$ cat src/rtl/fff_pkg.sv
// Package: shared types for the self-settling queue.
// Assumes: nothing beyond IEEE 1800-2017.
package fff_pkg;

    // Action taken by the input holding register in one cycle.
    typedef enum logic [1:0] {
        IN_HOLD = 2'd0,
        IN_PAR  = 2'd1,
        IN_SER  = 2'd2,
        IN_XFER = 2'd3
    } in_op_e;

    // Action taken by the output holding register in one cycle.
    typedef enum logic [1:0] {
        OUT_HOLD  = 2'd0,
        OUT_READ  = 2'd1,
        OUT_SHIFT = 2'd2,
        OUT_FILL  = 2'd3
    } out_op_e;

endpackage

$ cat src/rtl/fff_in_reg.sv
// Input holding register: collects one word, either in parallel or
// serially with the lowest bit first, and offers it to the column.
// Assumes: top_free comes from the column's slot 0 in the same cycle.
module fff_in_reg
    import fff_pkg::*;
#(
    parameter int unsigned WIDTH = 4
) (
    input  logic             clk,
    input  logic             rst_n,
    input  logic             par_load,
    input  logic [WIDTH-1:0] din,
    input  logic             ser_in,
    input  logic             ser_shift,
    input  logic             ser_en,
    input  logic             xfer_n,
    input  logic             top_free,
    output logic [WIDTH-1:0] word,
    output logic             full,
    output logic             push
);
    localparam int unsigned CW = (WIDTH > 1) ? $clog2(WIDTH) : 1;
    localparam logic [CW-1:0] LAST = CW'(WIDTH - 1);

    logic [CW-1:0] bit_cnt;
    in_op_e        op;

    // Hand-off happens when a full word is requested and slot 0 is free.
    assign push = full & ~xfer_n & top_free;

    // Pick this cycle's action; a full register ignores new data.
    always_comb begin
        if (full)                      op = push ? IN_XFER : IN_HOLD;
        else if (par_load)             op = IN_PAR;
        else if (ser_en && ser_shift)  op = IN_SER;
        else                           op = IN_HOLD;
    end

    // Update the word, the shift count and the full flag.
    always_ff @(posedge clk) begin
        if (!rst_n) begin
            word    <= '0;
            full    <= 1'b0;
            bit_cnt <= '0;
        end else begin
            case (op)
                IN_PAR: begin
                    word    <= din;
                    full    <= 1'b1;
                    bit_cnt <= '0;
                end
                IN_SER: begin
                    if (WIDTH > 1) word <= {ser_in, word[WIDTH-1:1]};
                    else           word <= ser_in;
                    if (bit_cnt == LAST) begin
                        full    <= 1'b1;
                        bit_cnt <= '0;
                    end else begin
                        bit_cnt <= bit_cnt + 1'b1;
                    end
                end
                IN_XFER: full <= 1'b0;
                default: ;
            endcase
        end
    end

    assert_load_sets_full_R2: assert property (@(posedge clk) disable iff (!rst_n)
        (!full && par_load) |=> full);
    assert_full_holds_word_R2: assert property (@(posedge clk) disable iff (!rst_n)
        (full && !push) |=> (full && $stable(word)));
    assert_xfer_clears_full_R4: assert property (@(posedge clk) disable iff (!rst_n)
        push |=> !full);
    assert_gated_shift_R3: assert property (@(posedge clk) disable iff (!rst_n)
        (!full && !par_load && !ser_en) |=> (!full && $stable(word)));

endmodule

$ cat src/rtl/fff_stack.sv
// Storage column: DEPTH slots, each with a valid bit. A word moves from
// slot i to slot i+1 whenever slot i+1 is empty, one step per clock.
// The bottom slot hands its word to the output register when that
// register is empty. Assumes: push only asserted while top_free is 1.
module fff_stack #(
    parameter int unsigned WIDTH = 4,
    parameter int unsigned DEPTH = 16
) (
    input  logic             clk,
    input  logic             rst_n,
    input  logic             push,
    input  logic [WIDTH-1:0] push_word,
    input  logic             out_free,
    output logic             top_free,
    output logic             pop,
    output logic [WIDTH-1:0] pop_word
);
    logic [DEPTH-1:0] vld;
    logic [DEPTH-1:0] vld_nxt;
    logic [DEPTH-1:0] leave;
    logic [DEPTH-1:0] arrive;
    logic [WIDTH-1:0] mem [DEPTH];

    // Work out which slots hand on and which receive a word.
    genvar gi;
    generate
        for (gi = 0; gi < DEPTH; gi++) begin : g_slot
            if (gi == DEPTH - 1) begin : g_bottom
                assign leave[gi] = vld[gi] & out_free;
            end else begin : g_mid
                assign leave[gi] = vld[gi] & ~vld[gi+1];
            end
            if (gi == 0) begin : g_top
                assign arrive[gi] = push;
            end else begin : g_below
                assign arrive[gi] = leave[gi-1];
            end
        end
    endgenerate

    // Next valid bits after moves and arrivals.
    always_comb begin
        for (int i = 0; i < DEPTH; i++) begin
            vld_nxt[i] = (vld[i] & ~leave[i]) | arrive[i];
        end
    end

    // Register the valid bits; reset empties the column.
    always_ff @(posedge clk) begin
        if (!rst_n) vld <= '0;
        else        vld <= vld_nxt;
    end

    // Move word contents along with their valid bits.
    always_ff @(posedge clk) begin
        for (int i = 0; i < DEPTH; i++) begin
            if (arrive[i]) mem[i] <= (i == 0) ? push_word : mem[(i > 0) ? i - 1 : 0];
        end
    end

    assign top_free = ~vld[0];
    assign pop      = leave[DEPTH-1];
    assign pop_word = mem[DEPTH-1];

    assert_words_conserved_R6: assert property (@(posedge clk) disable iff (!rst_n)
        1'b1 |=> ($countones(vld) == $past($countones(vld)) + int'($past(push)) - int'($past(pop))));
    assert_no_push_into_busy_top_R7: assert property (@(posedge clk) disable iff (!rst_n)
        push |-> !vld[0]);

endmodule

$ cat src/rtl/fff_out_reg.sv
// Output holding register: takes the bottom word when empty and releases
// it by one parallel read or by WIDTH serial shifts, lowest bit first.
// Assumes: load only asserted while empty is 1.
module fff_out_reg
    import fff_pkg::*;
#(
    parameter int unsigned WIDTH = 4
) (
    input  logic             clk,
    input  logic             rst_n,
    input  logic             load,
    input  logic [WIDTH-1:0] load_word,
    input  logic             rd_par,
    input  logic             ser_shift,
    input  logic             ser_en,
    output logic [WIDTH-1:0] word,
    output logic             empty
);
    localparam int unsigned CW = (WIDTH > 1) ? $clog2(WIDTH) : 1;
    localparam logic [CW-1:0] LAST = CW'(WIDTH - 1);

    logic [CW-1:0] bit_cnt;
    out_op_e       op;

    // Pick this cycle's action; a parallel read wins over a shift.
    always_comb begin
        if (!empty && rd_par)                 op = OUT_READ;
        else if (!empty && ser_en && ser_shift) op = OUT_SHIFT;
        else if (empty && load)               op = OUT_FILL;
        else                                  op = OUT_HOLD;
    end

    // Update the word, the shift count and the empty flag.
    always_ff @(posedge clk) begin
        if (!rst_n) begin
            word    <= '0;
            empty   <= 1'b1;
            bit_cnt <= '0;
        end else begin
            case (op)
                OUT_READ: begin
                    empty   <= 1'b1;
                    bit_cnt <= '0;
                end
                OUT_SHIFT: begin
                    word <= word >> 1;
                    if (bit_cnt == LAST) begin
                        empty   <= 1'b1;
                        bit_cnt <= '0;
                    end else begin
                        bit_cnt <= bit_cnt + 1'b1;
                    end
                end
                OUT_FILL: begin
                    word    <= load_word;
                    empty   <= 1'b0;
                    bit_cnt <= '0;
                end
                default: ;
            endcase
        end
    end

    assert_read_empties_R8: assert property (@(posedge clk) disable iff (!rst_n)
        (!empty && rd_par) |=> empty);
    assert_fill_clears_empty_R5: assert property (@(posedge clk) disable iff (!rst_n)
        (empty && load) |=> !empty);
    assert_gated_out_shift_R9: assert property (@(posedge clk) disable iff (!rst_n)
        (!empty && !rd_par && !ser_en) |=> (!empty && $stable(word)));

endmodule

$ cat src/rtl/fallthru_fifo.sv
// Top: input holding register, self-settling storage column and output
// holding register, with full/empty handshake flags on each side.
// Assumes: all controls synchronous to clk; rst_n is the master reset.
module fallthru_fifo #(
    parameter int unsigned WIDTH = 4,
    parameter int unsigned DEPTH = 16
) (
    input  logic             clk,
    input  logic             rst_n,
    input  logic             par_load,
    input  logic [WIDTH-1:0] din,
    input  logic             ser_in,
    input  logic             ser_in_shift,
    input  logic             ser_in_en,
    input  logic             xfer_n,
    output logic             in_full,
    input  logic             rd_par,
    input  logic             oe,
    output logic [WIDTH-1:0] dout,
    output logic             dout_oe,
    input  logic             ser_out_shift,
    input  logic             ser_out_en,
    output logic             ser_q,
    output logic             out_empty
);
    logic [WIDTH-1:0] in_word;
    logic             push;
    logic             top_free;
    logic             pop;
    logic [WIDTH-1:0] pop_word;
    logic [WIDTH-1:0] out_word;

    fff_in_reg #(.WIDTH(WIDTH)) u_in (
        .clk       (clk),
        .rst_n     (rst_n),
        .par_load  (par_load),
        .din       (din),
        .ser_in    (ser_in),
        .ser_shift (ser_in_shift),
        .ser_en    (ser_in_en),
        .xfer_n    (xfer_n),
        .top_free  (top_free),
        .word      (in_word),
        .full      (in_full),
        .push      (push)
    );

    fff_stack #(.WIDTH(WIDTH), .DEPTH(DEPTH)) u_stack (
        .clk       (clk),
        .rst_n     (rst_n),
        .push      (push),
        .push_word (in_word),
        .out_free  (out_empty),
        .top_free  (top_free),
        .pop       (pop),
        .pop_word  (pop_word)
    );

    fff_out_reg #(.WIDTH(WIDTH)) u_out (
        .clk       (clk),
        .rst_n     (rst_n),
        .load      (pop),
        .load_word (pop_word),
        .rd_par    (rd_par),
        .ser_shift (ser_out_shift),
        .ser_en    (ser_out_en),
        .word      (out_word),
        .empty     (out_empty)
    );

    // Parallel pins: drive enable plus data forced quiet when disabled.
    assign dout_oe = oe;
    assign dout    = oe ? out_word : '0;
    assign ser_q   = out_word[0];

    assert_reset_flags_R1: assert property (@(posedge clk)
        !rst_n |=> (out_empty && !in_full));
    assert_pins_quiet_R8: assert property (@(posedge clk) disable iff (!rst_n)
        !oe |-> (dout == '0 && !dout_oe));

endmodule

$ cat config.mk
export PLATFORM = sky130hd
export DESIGN_NAME = fallthru_fifo
export DESIGN_NICKNAME = d
export VERILOG_FILES = /design/src/rtl/fff_pkg.sv /design/src/rtl/fff_in_reg.sv /design/src/rtl/fff_stack.sv /design/src/rtl/fff_out_reg.sv /design/src/rtl/fallthru_fifo.sv
export SDC_FILE = /design/constraint.sdc
export NUM_CORES = 1
export LEC_CHECK = 0
export CAP_MARGIN = 30
export CORE_UTILIZATION = 30
export DETAILED_ROUTE_END_ITERATION = 8
export DONT_BUFFER_PORTS = 1
export GPL_TIMING_DRIVEN = 0
export PLACE_DENSITY = 0.44
export SKIP_LAST_GASP = 1
export SYNTH_ARGS = -nofsm -noshare
export SYNTH_HDL_FRONTEND = slang
export SYNTH_SLANG_ARGS = --single-unit
$ cat constraint.sdc
create_clock -name clk -period 4.2 [get_ports clk]
set_input_delay 0.84 -clock clk [delete_from_list [all_inputs] [get_ports clk]]
set_output_delay 0.84 -clock clk [all_outputs]
set_load 0.1 [all_outputs]
==> run summary <==
status: finished clean
post-synth top area cell: edfxtp_1
first-pass GRT wire length: 8010 microns
Fin Setup TNS: 0 ns
Routed Wire Length: 4842 microns
Rel. slew slack: 33.13%
H-Tree Depth: 3
nets: 247
slowest stage delay, CP: 0.99 ns
I/O pin total: 23
Pwr Density: 457.4 nW/um^2
min Tclk post-route: 3.072 ns
CP required: 3.36 ns
Data arrival, critical path: 2.23 ns
vias in the first global route: 1556
per-cell routed wire length: 12.98 microns
clock latency on the worst-skew pair: 0.35 ns
Tcrit/Tclk final: 73.15%
total gr overflow: 0
initial antenna violation count: 1
Cell Count, Final, Fillers Out: 373
Slew @ Worst Pin: 1.002 ns
largest net degree at the start of global routing: 17
Synth-to-Final Area Change: 11.27%
Multi-input gate area: 744.5 sq um
Post-synth EDFFs: 64
# rows: 38
Mapped Avg Cell Area: 15.36 sq um
Synthesis Warnings: 0
CTS tree: done
DRT Pass-1 Iters: 4
clk_skew: 0.01049 ns
Synthesized Nets: 236
routability cong.: 0.6565
critical path class: reg2out
fraction of registers with async set/reset: 0%
DP Wirelength: 3314 microns
vias per cell: 4.332
CP max stage cell: dfxtp_1
Core ar.: 10790 sq um
top cell type's share of synthesized area: 57.92%
die area: 11490 sq um
Clock transition at path regs: 0.09 ns
Worst VDD drop: 0.2124 mV
synth top area cells: edfxtp_1 58%, dfxtp_1 18%, nor2b_1 5.7%, a21oi_1 2.4%, ha_1 1.9%
Placed Instance Area: 3493 sq um
filler instances: 1053
unrepaired setup endpoints after global routing: false
fin area: 3692 sq um
synthesized cell area: 3318 sq um
Final Hold Vio Count: 0
CP top delay family: flip-flops
Place WS: 1.199 ns
GRT Overall Usage: 9.487%
DIE HEIGHT: 107.2 microns
final setup vio count: 0
top_reg_cell synth: edfxtp_1
count leader, synth: edfxtp_1
max_cap viols: 0
Slew Limit Fails: 0
post_cts resized: 0
Worst Setup Slack, final: 1.128 ns
worst-path cell chain: and2_1
Port Buf Inserts: 0
Via Count: 1616
Post-Place Cells: 356
CTS Buf Count: 9
top cells by count, synth: 64 x edfxtp_1, 30 x dfxtp_1, 30 x nor2b_1
crit path capture type: primary output
DRC Markers: 0
Antenna Nets Post-Route: 0
share of cells above drive strength 1: 9.914%
register area: 2522 sq um
Root Buffer Master: clkbuf_8
post-CTS setup buffer count: 0
Die Width: 107.2 microns
register area share after synthesis: 76.02%
startpoint types: register
Gate Count Post-Synth: 216
CTS max path bufs: 2
CTS Hold Bufs: 0
Achievable Freq: 325.5 MHz
Critical Path Fanout Max: 3
1st-iter DRT viols: 96
leak pwr: 1.238 nW
initial core utilization: 30.74%
CP bufs+invs: 0
clock sink count: 94
hold crit path type: reg2reg
Yosys cell types: 31
Hold WS: 0.4216 ns
post-synthesis register bit count: 94
state kept, by name, indices dropped and copies added (netlist names):
name and count:
u_out.empty 1, u_in.word 4, u_in.bit_cnt 2, u_stack.vld 16
u_stack.mem 64, u_out.word 4, u_in.full 1, u_out.bit_cnt 2
cell usage in the layout, fill, tap and decap left out, types with 5 or more instances in the layout:
cell type | netlist | routed
dfxtp_1 | 30 | 30
a21oi_1 | 16 | 16
edfxtp_1 | 64 | 64
a21boi_0 | 7 | 7
ha_1 | 5 | 5
clkbuf_8 | 0 | 9
nand3_1 | 7 | 7
clkbuf_1 | 5 | 5
nor2b_1 | 30 | 30
nand2_1 | 11 | 11
worst paths after layout:
path / start / endpoint / slack, ns / cells past startpoint
max: u_out.word[0] / dout[0] / 1.13 / 1
min: u_stack.mem[1][20] / u_stack.mem[1][24] / 0.42 / 0
max reg2reg: u_in.full / u_in.full / 1.20 / 9
min reg2reg: u_stack.mem[1][20] / u_stack.mem[1][24] / 0.42 / 0
through the flow:
step	util, %	total power [W]
floorplan	-	0.001106
detailed placement	32.37	0.001125
global placement	32.37	0.001125
global route	34.19	0.001765
CTS	34.19	0.001725
finish	34.21	0.001689
layout make-up:
| type | instances | area share (%) |
|---|---|---|
| flip-flops and latches | 94 | 68.32 |
| multi-input cells | 110 | 20.16 |
| well taps | 140 | 4.744 |
| clock buffers | 9 | 3.355 |
| clock inverters | 7 | 1.965 |
| plain buffers | 8 | 0.9827 |
| inverters | 4 | 0.4066 |
| diodes | 1 | 0.06777 |
where the power goes:
group / switching [W] / total [W] / internal (W)
Combinational: 0.0000431 / 0.0000746 / 0.0000315
Sequential: 0.0000251 / 0.00103 / 0.00100
Clock: 0.000309 / 0.000586 / 0.000277
layer usage:
layer	vias to the layer above	track usage (%)	routed length [microns]
met5	-	0	0
met2	17	14.84	2351
met1	783	11.20	2244
met4	0	3.523	72
met3	7	4.681	174
li1	809	-	-
cells by family (layout without fill, tap and decap cells):
group	count (synthesis)	count (layout)	share of synthesized area, %
flops	94	94	76.02
simple gates	63	63	11.58
fa+ha+maj	5	5	1.885
compound gates	38	38	7.768
other cells	0	1	0
buf+inv	12	28	1.546
mux	4	4	1.207
Note: power is estimated with default switching activity, not from simulation.
